### src/rtl/padd_pkg.sv
package padd_pkg;

   // operand count left after one level of 3:2 compression
   function automatic int ops_next(int n);
      return n - n / 3;
   endfunction

   // number of compressor levels needed to reach two operands
   function automatic int num_levels(int n);
      int c;
      int l;
      c = n;
      l = 0;
      while (c > 2) begin
         c = ops_next(c);
         l++;
      end
      return l;
   endfunction

   // operand count entering level l
   function automatic int ops_at(int n, int l);
      int c;
      c = n;
      for (int i = 0; i < l; i++) c = ops_next(c);
      return c;
   endfunction

   // latency: registered levels among 0..nlev (nlev is the final adder)
   function automatic int lat_count(logic [31:0] r, int nlev);
      int s;
      s = 0;
      for (int i = 0; i <= nlev; i++) s += int'(r[i]);
      return s;
   endfunction

   // which boundary enables sit at bit position b
   function automatic logic [31:0] hit_mask(logic [255:0] pos, int np, int b);
      logic [31:0] h;
      h = '0;
      for (int k = 0; k < np; k++)
         if (int'(pos[k*8 +: 8]) == b) h[k] = 1'b1;
      return h;
   endfunction

   // all boundary positions strictly inside the word
   function automatic bit pos_ok(logic [255:0] pos, int np, int w);
      bit ok;
      ok = 1'b1;
      for (int k = 0; k < np; k++)
         if (int'(pos[k*8 +: 8]) < 1 || int'(pos[k*8 +: 8]) > w - 1) ok = 1'b0;
      return ok;
   endfunction

endpackage

### src/rtl/padd_part_map.sv
module padd_part_map #(
   parameter int                   WIDTH    = 16,
   parameter int                   NPART    = 2,
   parameter logic [NPART*8-1:0]   PART_POS = {8'd8, 8'd4}
) (
   input  logic [NPART-1:0] part_en_i,
   output logic [WIDTH-1:0] blk_o      // blk_o[i]: carry into bit i is cut
);
   localparam logic [255:0] POSX = 256'(PART_POS);

   for (genvar b = 0; b < WIDTH; b++) begin : g_bit
      localparam logic [31:0] HIT = padd_pkg::hit_mask(POSX, NPART, b);
      assign blk_o[b] = |(part_en_i & HIT[NPART-1:0]);
   end
endmodule

### src/rtl/padd_csa_level.sv
module padd_csa_level #(
   parameter int                   WIDTH    = 16,
   parameter int                   NPART    = 2,
   parameter logic [NPART*8-1:0]   PART_POS = {8'd8, 8'd4},
   parameter int                   NI       = 3,
   parameter int                   NO       = 2
) (
   input  logic [NI*WIDTH-1:0] ops_i,
   input  logic [NPART-1:0]    part_en_i,
   output logic [NO*WIDTH-1:0] ops_o
);
   localparam int NG = NI / 3;
   localparam int NR = NI - 3 * NG;

   if (NO != 2 * NG + NR) begin : g_bad_count
      $error("padd_csa_level: output count does not match compression");
   end

   logic [WIDTH-1:0] blk;

   padd_part_map #(.WIDTH(WIDTH), .NPART(NPART), .PART_POS(PART_POS)) u_map (
      .part_en_i (part_en_i),
      .blk_o     (blk)
   );

   for (genvar g = 0; g < NG; g++) begin : g_csa
      logic [WIDTH-1:0] x, y, z, maj;
      assign x   = ops_i[(3*g)*WIDTH   +: WIDTH];
      assign y   = ops_i[(3*g+1)*WIDTH +: WIDTH];
      assign z   = ops_i[(3*g+2)*WIDTH +: WIDTH];
      assign maj = (x & y) | (x & z) | (y & z);
      assign ops_o[(2*g)*WIDTH   +: WIDTH] = x ^ y ^ z;
      // carry moves up one bit and is dropped where a lane boundary sits
      assign ops_o[(2*g+1)*WIDTH +: WIDTH] = {maj[WIDTH-2:0], 1'b0} & ~blk;
   end

   for (genvar r = 0; r < NR; r++) begin : g_pass
      assign ops_o[(2*NG+r)*WIDTH +: WIDTH] = ops_i[(3*NG+r)*WIDTH +: WIDTH];
   end
endmodule

### src/rtl/padd_lane_adder.sv
module padd_lane_adder #(
   parameter int                   WIDTH    = 16,
   parameter int                   NPART    = 2,
   parameter logic [NPART*8-1:0]   PART_POS = {8'd8, 8'd4}
) (
   input  logic [WIDTH-1:0] a_i,
   input  logic [WIDTH-1:0] b_i,
   input  logic [NPART-1:0] part_en_i,
   output logic [WIDTH-1:0] sum_o
);
   logic [WIDTH-1:0] blk;

   padd_part_map #(.WIDTH(WIDTH), .NPART(NPART), .PART_POS(PART_POS)) u_map (
      .part_en_i (part_en_i),
      .blk_o     (blk)
   );

   always_comb begin
      logic c;
      logic cin;
      c = 1'b0;
      for (int i = 0; i < WIDTH; i++) begin
         cin      = blk[i] ? 1'b0 : c;
         sum_o[i] = a_i[i] ^ b_i[i] ^ cin;
         c        = (a_i[i] & b_i[i]) | (a_i[i] & cin) | (b_i[i] & cin);
      end
   end
endmodule

### src/rtl/padd_stage_reg.sv
module padd_stage_reg #(
   parameter int W   = 8,
   parameter bit REG = 1'b1
) (
   input  logic         clk_i,
   input  logic         rst_i,
   input  logic [W-1:0] d_i,
   output logic [W-1:0] q_o
);
   if (REG) begin : g_flop
      always_ff @(posedge clk_i) begin
         if (rst_i) q_o <= '0;
         else       q_o <= d_i;
      end
   end else begin : g_wire
      logic unused_clk_rst;
      assign unused_clk_rst = clk_i ^ rst_i;
      assign q_o = d_i;
   end
endmodule

### src/rtl/padd_msum.sv
module padd_msum #(
   parameter int                   WIDTH      = 16,
   parameter int                   N_OPS      = 5,
   parameter int                   NPART      = 2,
   parameter logic [NPART*8-1:0]   PART_POS   = {8'd8, 8'd4},
   parameter logic [31:0]          REG_LEVELS = 32'b1010
) (
   input  logic                    clk_i,
   input  logic                    rst_i,
   input  logic [N_OPS*WIDTH-1:0]  ops_i,
   input  logic [NPART-1:0]        part_en_i,
   output logic [WIDTH-1:0]        sum_o
);
   localparam int NLEV = padd_pkg::num_levels(N_OPS);
   localparam int LAT  = padd_pkg::lat_count(REG_LEVELS, NLEV);

   // elaboration-time parameter checks
   if (WIDTH < 2)  begin : g_chk_w  $error("padd_msum: WIDTH must be at least 2"); end
   if (N_OPS < 2)  begin : g_chk_n  $error("padd_msum: N_OPS must be at least 2"); end
   if (NPART < 1 || NPART > 32) begin : g_chk_p $error("padd_msum: NPART out of range"); end
   if (NLEV > 31)  begin : g_chk_l  $error("padd_msum: too many tree levels for REG_LEVELS"); end
   if (!padd_pkg::pos_ok(256'(PART_POS), NPART, WIDTH)) begin : g_chk_pos
      $error("padd_msum: boundary position outside the word");
   end

   // compressor levels, each optionally registered with its enables
   for (genvar l = 0; l < NLEV; l++) begin : g_lvl
      localparam int NI = padd_pkg::ops_at(N_OPS, l);
      localparam int NO = padd_pkg::ops_at(N_OPS, l + 1);

      logic [NI*WIDTH-1:0] d_in;
      logic [NPART-1:0]    e_in;
      logic [NO*WIDTH-1:0] d_cmb;
      logic [NO*WIDTH-1:0] d_out;
      logic [NPART-1:0]    e_out;

      if (l == 0) begin : g_src
         assign d_in = ops_i;
         assign e_in = part_en_i;
      end else begin : g_chain
         assign d_in = g_lvl[l-1].d_out;
         assign e_in = g_lvl[l-1].e_out;
      end

      padd_csa_level #(
         .WIDTH(WIDTH), .NPART(NPART), .PART_POS(PART_POS), .NI(NI), .NO(NO)
      ) u_csa (
         .ops_i     (d_in),
         .part_en_i (e_in),
         .ops_o     (d_cmb)
      );

      padd_stage_reg #(.W(NO*WIDTH + NPART), .REG(REG_LEVELS[l])) u_reg (
         .clk_i (clk_i),
         .rst_i (rst_i),
         .d_i   ({e_in, d_cmb}),
         .q_o   ({e_out, d_out})
      );
   end

   // final carry-blocking adder on the last two words
   logic [2*WIDTH-1:0] fin_d;
   logic [NPART-1:0]   fin_e;
   logic [WIDTH-1:0]   fin_sum;

   if (NLEV == 0) begin : g_direct
      assign fin_d = ops_i;
      assign fin_e = part_en_i;
   end else begin : g_tail
      assign fin_d = g_lvl[NLEV-1].d_out;
      assign fin_e = g_lvl[NLEV-1].e_out;
   end

   padd_lane_adder #(.WIDTH(WIDTH), .NPART(NPART), .PART_POS(PART_POS)) u_add (
      .a_i       (fin_d[WIDTH-1:0]),
      .b_i       (fin_d[2*WIDTH-1:WIDTH]),
      .part_en_i (fin_e),
      .sum_o     (fin_sum)
   );

   padd_stage_reg #(.W(WIDTH), .REG(REG_LEVELS[NLEV])) u_out (
      .clk_i (clk_i),
      .rst_i (rst_i),
      .d_i   (fin_sum),
      .q_o   (sum_o)
   );
endmodule

### config.mk
export PLATFORM = sky130hd
export DESIGN_NAME = padd_msum
export DESIGN_NICKNAME = d
export VERILOG_FILES = /design/src/rtl/padd_pkg.sv /design/src/rtl/padd_part_map.sv /design/src/rtl/padd_csa_level.sv /design/src/rtl/padd_lane_adder.sv /design/src/rtl/padd_stage_reg.sv /design/src/rtl/padd_msum.sv
export SDC_FILE = /design/constraint.sdc
export NUM_CORES = 1
export LEC_CHECK = 0
export BUFFER_PORTS_ARGS = -buffer_cell sky130_fd_sc_hd__buf_2
export CAP_MARGIN = 10
export CORE_MARGIN = 5
export CORE_UTILIZATION = 47
export DETAILED_ROUTE_END_ITERATION = 10
export PLACE_DENSITY = 0.68
export SLEW_MARGIN = 25
export SYNTH_ARGS = -nofsm -noshare
export SYNTH_HDL_FRONTEND = slang
export SYNTH_HIERARCHICAL = 1
export SYNTH_SLANG_ARGS = --single-unit
export TNS_END_PERCENT = 50
### constraint.sdc
create_clock -name clk_i -period 9.1 [get_ports clk_i]
set_input_delay 1.365 -clock clk_i [delete_from_list [all_inputs] [get_ports clk_i]]
set_output_delay 1.365 -clock clk_i [all_outputs]
set_load 0.03 [all_outputs]
==> run summary, run 1 <==
Most frequent CP cell: fa_1
Kind of critical path: reg2reg
Ports: 100
Post-DRT Antenna Nets: 0
Port Buffers: 99
Number of remaining DRC errors: 0
Largest net degree at the start of global routing: 67
Design Area, Final: 4500 um^2
Starting density of the core: 47.5%
Post-Syn Instances: 484
Worst-case clock buffer depth: 2
Worst reg-to-reg setup slack: 1.22 ns
Max_slew headroom: 55.0%
Worst Path Required: 9.36 ns
Antenna Cells: 0
Nets@finish: 570
Drt total wl: 5610 um
Clock Latency Late Sink: 0.33 ns
Via-to-Cell Ratio: 3.66
Die X: 114 um
Pwr/cell area: 169 nW/um^2
Layout cells sized above 1: 29.3%
Buf/Inv on CP: 1
Unrepaired setup endpoints after global routing: false
TritonCTS Buffers: 9
Critical Path AT: 8.15 ns
Height of the die: 114 um
Clock-pin slew on the worst setup and hold paths: 0.06 ns
Gr ovfl total: 0
Fin crit share: 86.6%
Syn_area_per_cell: 10.5 um^2
First-pass GRT wire length: 9750 um
Multi-input logic area: 2310 um^2
Startpoint types: flip-flop
Setup-failing EPs final: 0
Min-delay worst type: reg2reg
Mapped cell area: 5080 um^2
Final hold violation count: 0
Synth warnings: 6
Maxcap violations: 0
Root buffer cell: clkbuf_8
Fill count: 1052
Non-Filler Instances: 570
CP peak stage delay: 0.41 ns
Core Rows: 38
Post-route setup TNS: 0 ns
Worst Path Max Fanout: 1
H-tree levels: 3
GRT Total Usage: 9.59%
Leakage: 2.11 nW
Placeable Area: 10700 um^2
Worst path top cell family by delay: adder cells
Clock Skews: 0.00889 ns
Hold-fix buffers, CTS: 0
DRT Pass-1 Iters: 3
Highest-delay cell along the critical path: fa_1
Layout area overhead: -11.4%
Worst Tran Pin Value: 0.674 ns
Total number of vias: 2088
Worst vdd ir: 0.0000802 V
Vias in the first global route: 2308
Post-CTS sizing: 0
Sink Count: 66
GPL Wtd Cong: 0.752
Outcome: finished, final reports clean
Die Area: 13000 um^2
Post-place instance area: 4320 um^2
Post-DR wirelength/cell: 9.84 um
CTS tree: done
Tmin final: 7.88 ns
HPWL Detailed: 4700 um
Initial antenna violation count: 0
Final Slew Violations: 0
Post-CTS setup buffer count: 0
Placed Instances: 555
Drt initial violations: 40
Register area: 1320 um^2
Worst Setup End Kind: flip-flop
Fmax: 127 MHz
stage by stage:
stage | util, % | total power (W) | worst slack, ns | hold slack, ns
floorplan | - | 0.000567 | 1.40 | 0.796
global placement | 40.4 | 0.000534 | 1.24 | 0.727
detailed placement | 40.4 | 0.000540 | 1.16 | 0.735
CTS | 42.1 | 0.000776 | 1.13 | 0.755
global route | 42.1 | 0.000818 | 0.830 | 0.775
finish | 42.1 | 0.000760 | 1.22 | 0.756
flip-flops by register name, indices dropped and copies added, names as in the netlist:
register	flops
g_lvl.u_reg/q_o	50
u_out/q_o	16
final cells by class:
| class | count | area share (%) |
|---|---|---|
| multi-input cells | 246 | 51.2 |
| inverters | 3 | 0.250 |
| repair buffers | 100 | 11.2 |
| flip-flops and latches | 66 | 29.3 |
| clock inverters | 3 | 0.889 |
| clock buffers | 12 | 3.22 |
| well taps | 140 | 3.89 |
layout by cell type, fill, tap and decap left out, types with 2 or more instances in the layout:
cell	n
and2b_2	6
buf_2	99
clkbuf_1	2
clkbuf_8	10
clkinv_2	2
conb_1	55
dfxtp_1	66
fa_1	59
inv_1	3
nor2b_1	111
nor2b_2	7
xnor2_1	2
xor3_1	3
layer usage:
layer | vias up | track usage, % | wire length [um]
li1 | 1062 | - | -
met1 | 959 | 10.2 | 2060
met2 | 53 | 16.6 | 3020
met3 | 14 | 3.24 | 350
met5 | - | 0 | 0
met4 | 0 | 5.30 | 174
path summary, 6_finish.rpt:
check                                     from                        to  depth (start not counted)
max           g_lvl[1].u_reg/q_o[0]$_SDFF_PP0_  u_out/q_o[14]$_SDFF_PP0_                         31
min          g_lvl[1].u_reg/q_o[48]$_SDFF_PP0_   u_out/q_o[4]$_SDFF_PP0_                          3
max reg2reg   g_lvl[1].u_reg/q_o[0]$_SDFF_PP0_  u_out/q_o[14]$_SDFF_PP0_                         31
min reg2reg  g_lvl[1].u_reg/q_o[48]$_SDFF_PP0_   u_out/q_o[4]$_SDFF_PP0_                          3
where the power goes:
| group | switching, W | total [W] | leakage (nW) | internal, W |
|---|---|---|---|---|
| sequential | 0.0000143 | 0.000338 | 0.547 | 0.000324 |
| clock | 0.000101 | 0.000233 | 0.0962 | 0.000132 |
| combinational | 0.0000954 | 0.000189 | 1.47 | 0.0000935 |
| total | 0.000211 | 0.000760 | 2.11 | 0.000549 |
worst min-delay path, stage by stage (launching register included):
cell	delay [ns]
dfxtp_1	0.31
nor2b_1	0.13
fa_1	0.17
nor2b_2	0.11
Power figures use the tool's default switching activity.
==> inputs of run 2 (changes only) <==
CORE_UTILIZATION = 51   (was 47)
PLACE_DENSITY = 0.78   (was 0.68)
SYNTH_HIERARCHICAL = unset   (was 1)
==> run summary, run 2 <==
EDFF count, synth: 0
Synth area leaders: dfxtp_1 (42%), fa_1 (36%), nor2b_1 (12%)
R2r endpoint: u_out.q_o[15]$_SDFF_PP0_ (was u_out/q_o[14]$_SDFF_PP0_)
Synth warnings: 0 (was 6)
Buf/Inv on CP: 4 (was 1)
Worst reg-to-reg setup slack: 1.76 ns (was 1.22 ns)
Kind of critical path: reg2reg (unchanged)
Largest net degree at the start of global routing: 66 (was 67)
Highest-delay cell along the critical path: fa_1 (unchanged)
Total Power: 0.000806 W (was 0.000760 W)
Post-CTS sizing: 0 (unchanged)
Total number of vias: 1764 (was 2088)
Core Rows: 28 (was 38)
Gr ovfl total: 0 (unchanged)
Max_slew headroom: 59.1% (was 55.0%)
Root buffer cell: clkbuf_8 (unchanged)
HP Start: g_lvl[1].u_reg.q_o[32]$_SDFF_PP0_ (was g_lvl[1].u_reg/q_o[48]$_SDFF_PP0_)
Post-DR wirelength/cell: 12.3 um (was 9.84 um)
Hold-fix buffers, CTS: 0 (unchanged)
Max reg flops: 49 (was 50)
Startpoint types: flip-flop (unchanged)
Setup-failing EPs final: 0 (unchanged)
Drt total wl: 4980 um (was 5610 um)
CTS tree: done (unchanged)
Layout area overhead: 24.4% (was -11.4%)
Register area share after synthesis: 42.0%
Hold path cells: 2 (was 3)
Starting density of the core: 52.3% (was 47.5%)
Worst vdd ir: 0.000109 V (was 0.0000802 V)
HPWL Detailed: 4230 um (was 4700 um)
Leading cell type in the layout, fill and taps excluded: buf_2 (was nor2b_1)
TritonCTS Buffers: 9 (unchanged)
Critical R2R Launch: g_lvl[1].u_reg.q_o[1]$_SDFF_PP0_ (was g_lvl[1].u_reg/q_o[0]$_SDFF_PP0_)
Syn nets: 364
Design Area, Final: 3850 um^2 (was 4500 um^2)
DRT Pass-1 Iters: 4 (was 3)
Most common cell in the netlist: dfxtp_1
Yosys top cell area share: 42.0%
Post-synth top cells: dfxtp_1 (65), nor2b_1 (61), fa_1 (56), inv_1 (13), buf_2 (6)
Largest registers: g_lvl.u_reg.q_o (49), u_out.q_o (16) (was g_lvl.u_reg/q_o (50), u_out/q_o (16))
Min-delay worst type: reg2reg (unchanged)
H-tree levels: 3 (unchanged)
Final hold violation count: 0 (unchanged)
Final Core Density: 65.0% (was 42.1%)
Unrepaired setup endpoints after global routing: false (unchanged)
Biggest register: g_lvl.u_reg.q_o (was g_lvl.u_reg/q_o)
Yosys top cell by area: dfxtp_1
Number of remaining DRC errors: 0 (unchanged)
Ys async rst share: 0%
CP peak stage delay: 0.53 ns (was 0.41 ns)
Crit-path cells: inv_1, fa_1, inv_1, ha_1, fa_1, fa_1, nand2b_1, fa_1, inv_1, fa_1, fa_1, fa_1, nand2b_1, fa_1, inv_1, fa_1, fa_1, fa_1, fa_1, fa_1, fa_1, xnor2_4, xnor2_1, nor2_1
Worst Path Max Fanout: 1 (unchanged)
GPL Wtd Cong: 0.703 (was 0.752)
Placed Instances: 388 (was 555)
Worst-case clock buffer depth: 2 (unchanged)
Clock-pin slew on the worst setup and hold paths: 0.07 ns (was 0.06 ns)
Fmax: 136 MHz (was 127 MHz)
Worst Path Required: 9.28 ns (was 9.36 ns)
Layout cells sized above 1: 35.6% (was 29.3%)
Post-route setup TNS: 0 ns (unchanged)
Mapped cell area: 3100 um^2 (was 5080 um^2)
Critical Path AT: 7.52 ns (was 8.15 ns)
Ys flop type: dfxtp_1
R2R depth: 24 (was 31)
Netlist cell types: 14
Leakage: 1.78 nW (was 2.11 nW)
Fin crit share: 80.7% (was 86.6%)
Placeable Area: 5920 um^2 (was 10700 um^2)
GRT Total Usage: 14.7% (was 9.59%)
Post-DRT Antenna Nets: 0 (unchanged)
Initial antenna violation count: 0 (unchanged)
Worst Setup End Kind: flip-flop (unchanged)
Tmin final: 7.34 ns (was 7.88 ns)
Post-Syn Instances: 221 (was 484)
Post-CTS setup buffer count: 0 (unchanged)
Most frequent CP cell: fa_1 (unchanged)
Ports: 100 (unchanged)
Worst path top cell family by delay: adder cells (unchanged)
Worst hold path endpoint: u_out.q_o[0]$_SDFF_PP0_ (was u_out/q_o[4]$_SDFF_PP0_)
Outcome: finished, final reports clean (unchanged)
Sink Count: 65 (was 66)
Drt initial violations: 30 (was 40)
Clock Skews: 0.00600 ns (was 0.00889 ns)
Clock Latency Late Sink: 0.32 ns (was 0.33 ns)
Die Area: 7730 um^2 (was 13000 um^2)
Via-to-Cell Ratio: 4.37 (was 3.66)
Die X: 87.9 um (was 114 um)
Maxcap violations: 0 (unchanged)
#FFs+latches synth: 65
Nets@finish: 467 (was 570)
Post-place instance area: 3650 um^2 (was 4320 um^2)
First-pass GRT wire length: 8400 um (was 9750 um)
Worst Tran Pin Value: 0.613 ns (was 0.674 ns)
Non-Filler Instances: 404 (was 570)
Syn_area_per_cell: 14.0 um^2 (was 10.5 um^2)
Port Buffers: 99 (unchanged)
Vias in the first global route: 1980 (was 2308)
Pwr/cell area: 209 nW/um^2 (was 169 nW/um^2)
Height of the die: 87.9 um (was 114 um)
Commonest cells after routing, fill and taps aside: buf_2 (98), dfxtp_1 (65), nor2b_1 (61) (was nor2b_1 (111), buf_2 (99), dfxtp_1 (66))
Final Slew Violations: 0 (unchanged)
Antenna Cells: 0 (unchanged)
-- run 2: logic make-up (layout without fill, tap and decap cells) --
kind of cell               after synthesis  after routing  synth area share (%)
buffers and inverters                   20            128                  2.67
and+or+nand+nor                         71             71                  14.1
DFF                                     65             65                  42.0
adders and majority gates               59             59                  37.4
xor gates and xnor gates                 6              6                  3.80
-- run 2: routing by layer --
| metal | share of wire [%] | global-route usage, % | vias to the layer above |
|---|---|---|---|
| li1 | - | - | 859 |
| met1 | 37 | 16.9 | 843 |
| met2 | 55 | 25.3 | 56 |
| met3 | 6.6 | 4.05 | 6 |
| met4 | 0.66 | 7.11 | 0 |
| met5 | 0 | 0 | - |
-- run 2: how the worst max path moves through the flow --
stage	startpoint	end	slack [ns]	cells past startpoint
global route	g_lvl[1].u_reg.q_o[1]$_SDFF_PP0_	u_out.q_o[15]$_SDFF_PP0_	1.36	24
detailed placement	g_lvl[1].u_reg.q_o[1]$_SDFF_PP0_	u_out.q_o[15]$_SDFF_PP0_	1.67	24
CTS	g_lvl[1].u_reg.q_o[1]$_SDFF_PP0_	u_out.q_o[15]$_SDFF_PP0_	1.65	24
floorplan	g_lvl[1].u_reg.q_o[1]$_SDFF_PP0_	u_out.q_o[15]$_SDFF_PP0_	2.01	24
finish	g_lvl[1].u_reg.q_o[1]$_SDFF_PP0_	u_out.q_o[15]$_SDFF_PP0_	1.76	24
global placement	g_lvl[1].u_reg.q_o[1]$_SDFF_PP0_	u_out.q_o[15]$_SDFF_PP0_	1.80	24
-- run 2: area by class of cell --
class | count | area, um^2
fill | 449 | 2070
multi-input combinational | 136 | 1710
sequential | 65 | 1300
timing repair buffer | 99 | 498
clock buffer | 11 | 141
tap | 75 | 93.8
clock inverter | 5 | 55.1
inverter | 13 | 48.8
-- run 2: worst register-to-register path, cell delays in order (launching register included) --
cell,delay (ns)
dfxtp_1,0.31
inv_1,0.05
fa_1,0.53
inv_1,0.04
ha_1,0.19
fa_1,0.45
fa_1,0.43
nand2b_1,0.12
fa_1,0.18
inv_1,0.05
fa_1,0.44
fa_1,0.48
fa_1,0.44
nand2b_1,0.11
fa_1,0.18
inv_1,0.06
fa_1,0.44
fa_1,0.46
fa_1,0.46
fa_1,0.46
fa_1,0.46
fa_1,0.51
xnor2_4,0.16
xnor2_1,0.15
nor2_1,0.05
-- run 2: stage by stage --
stage | hold slack, ns | setup WS [ns]
6_report | 0.562 | 1.76
5_1_grt | 0.588 | 1.36
3_3_place_gp | 0.543 | 1.80
3_5_place_dp | 0.550 | 1.67
4_1_cts | 0.565 | 1.65
2_1_floorplan | 0.524 | 2.01
-- run 2: report_power, final --
part           total, W  switching [W]  internal, W  leakage [nW]
registers      0.000345      0.0000167     0.000329         0.541
logic          0.000225       0.000120     0.000105          1.14
clock network  0.000236       0.000103     0.000133        0.0953
total          0.000806       0.000239     0.000567          1.78
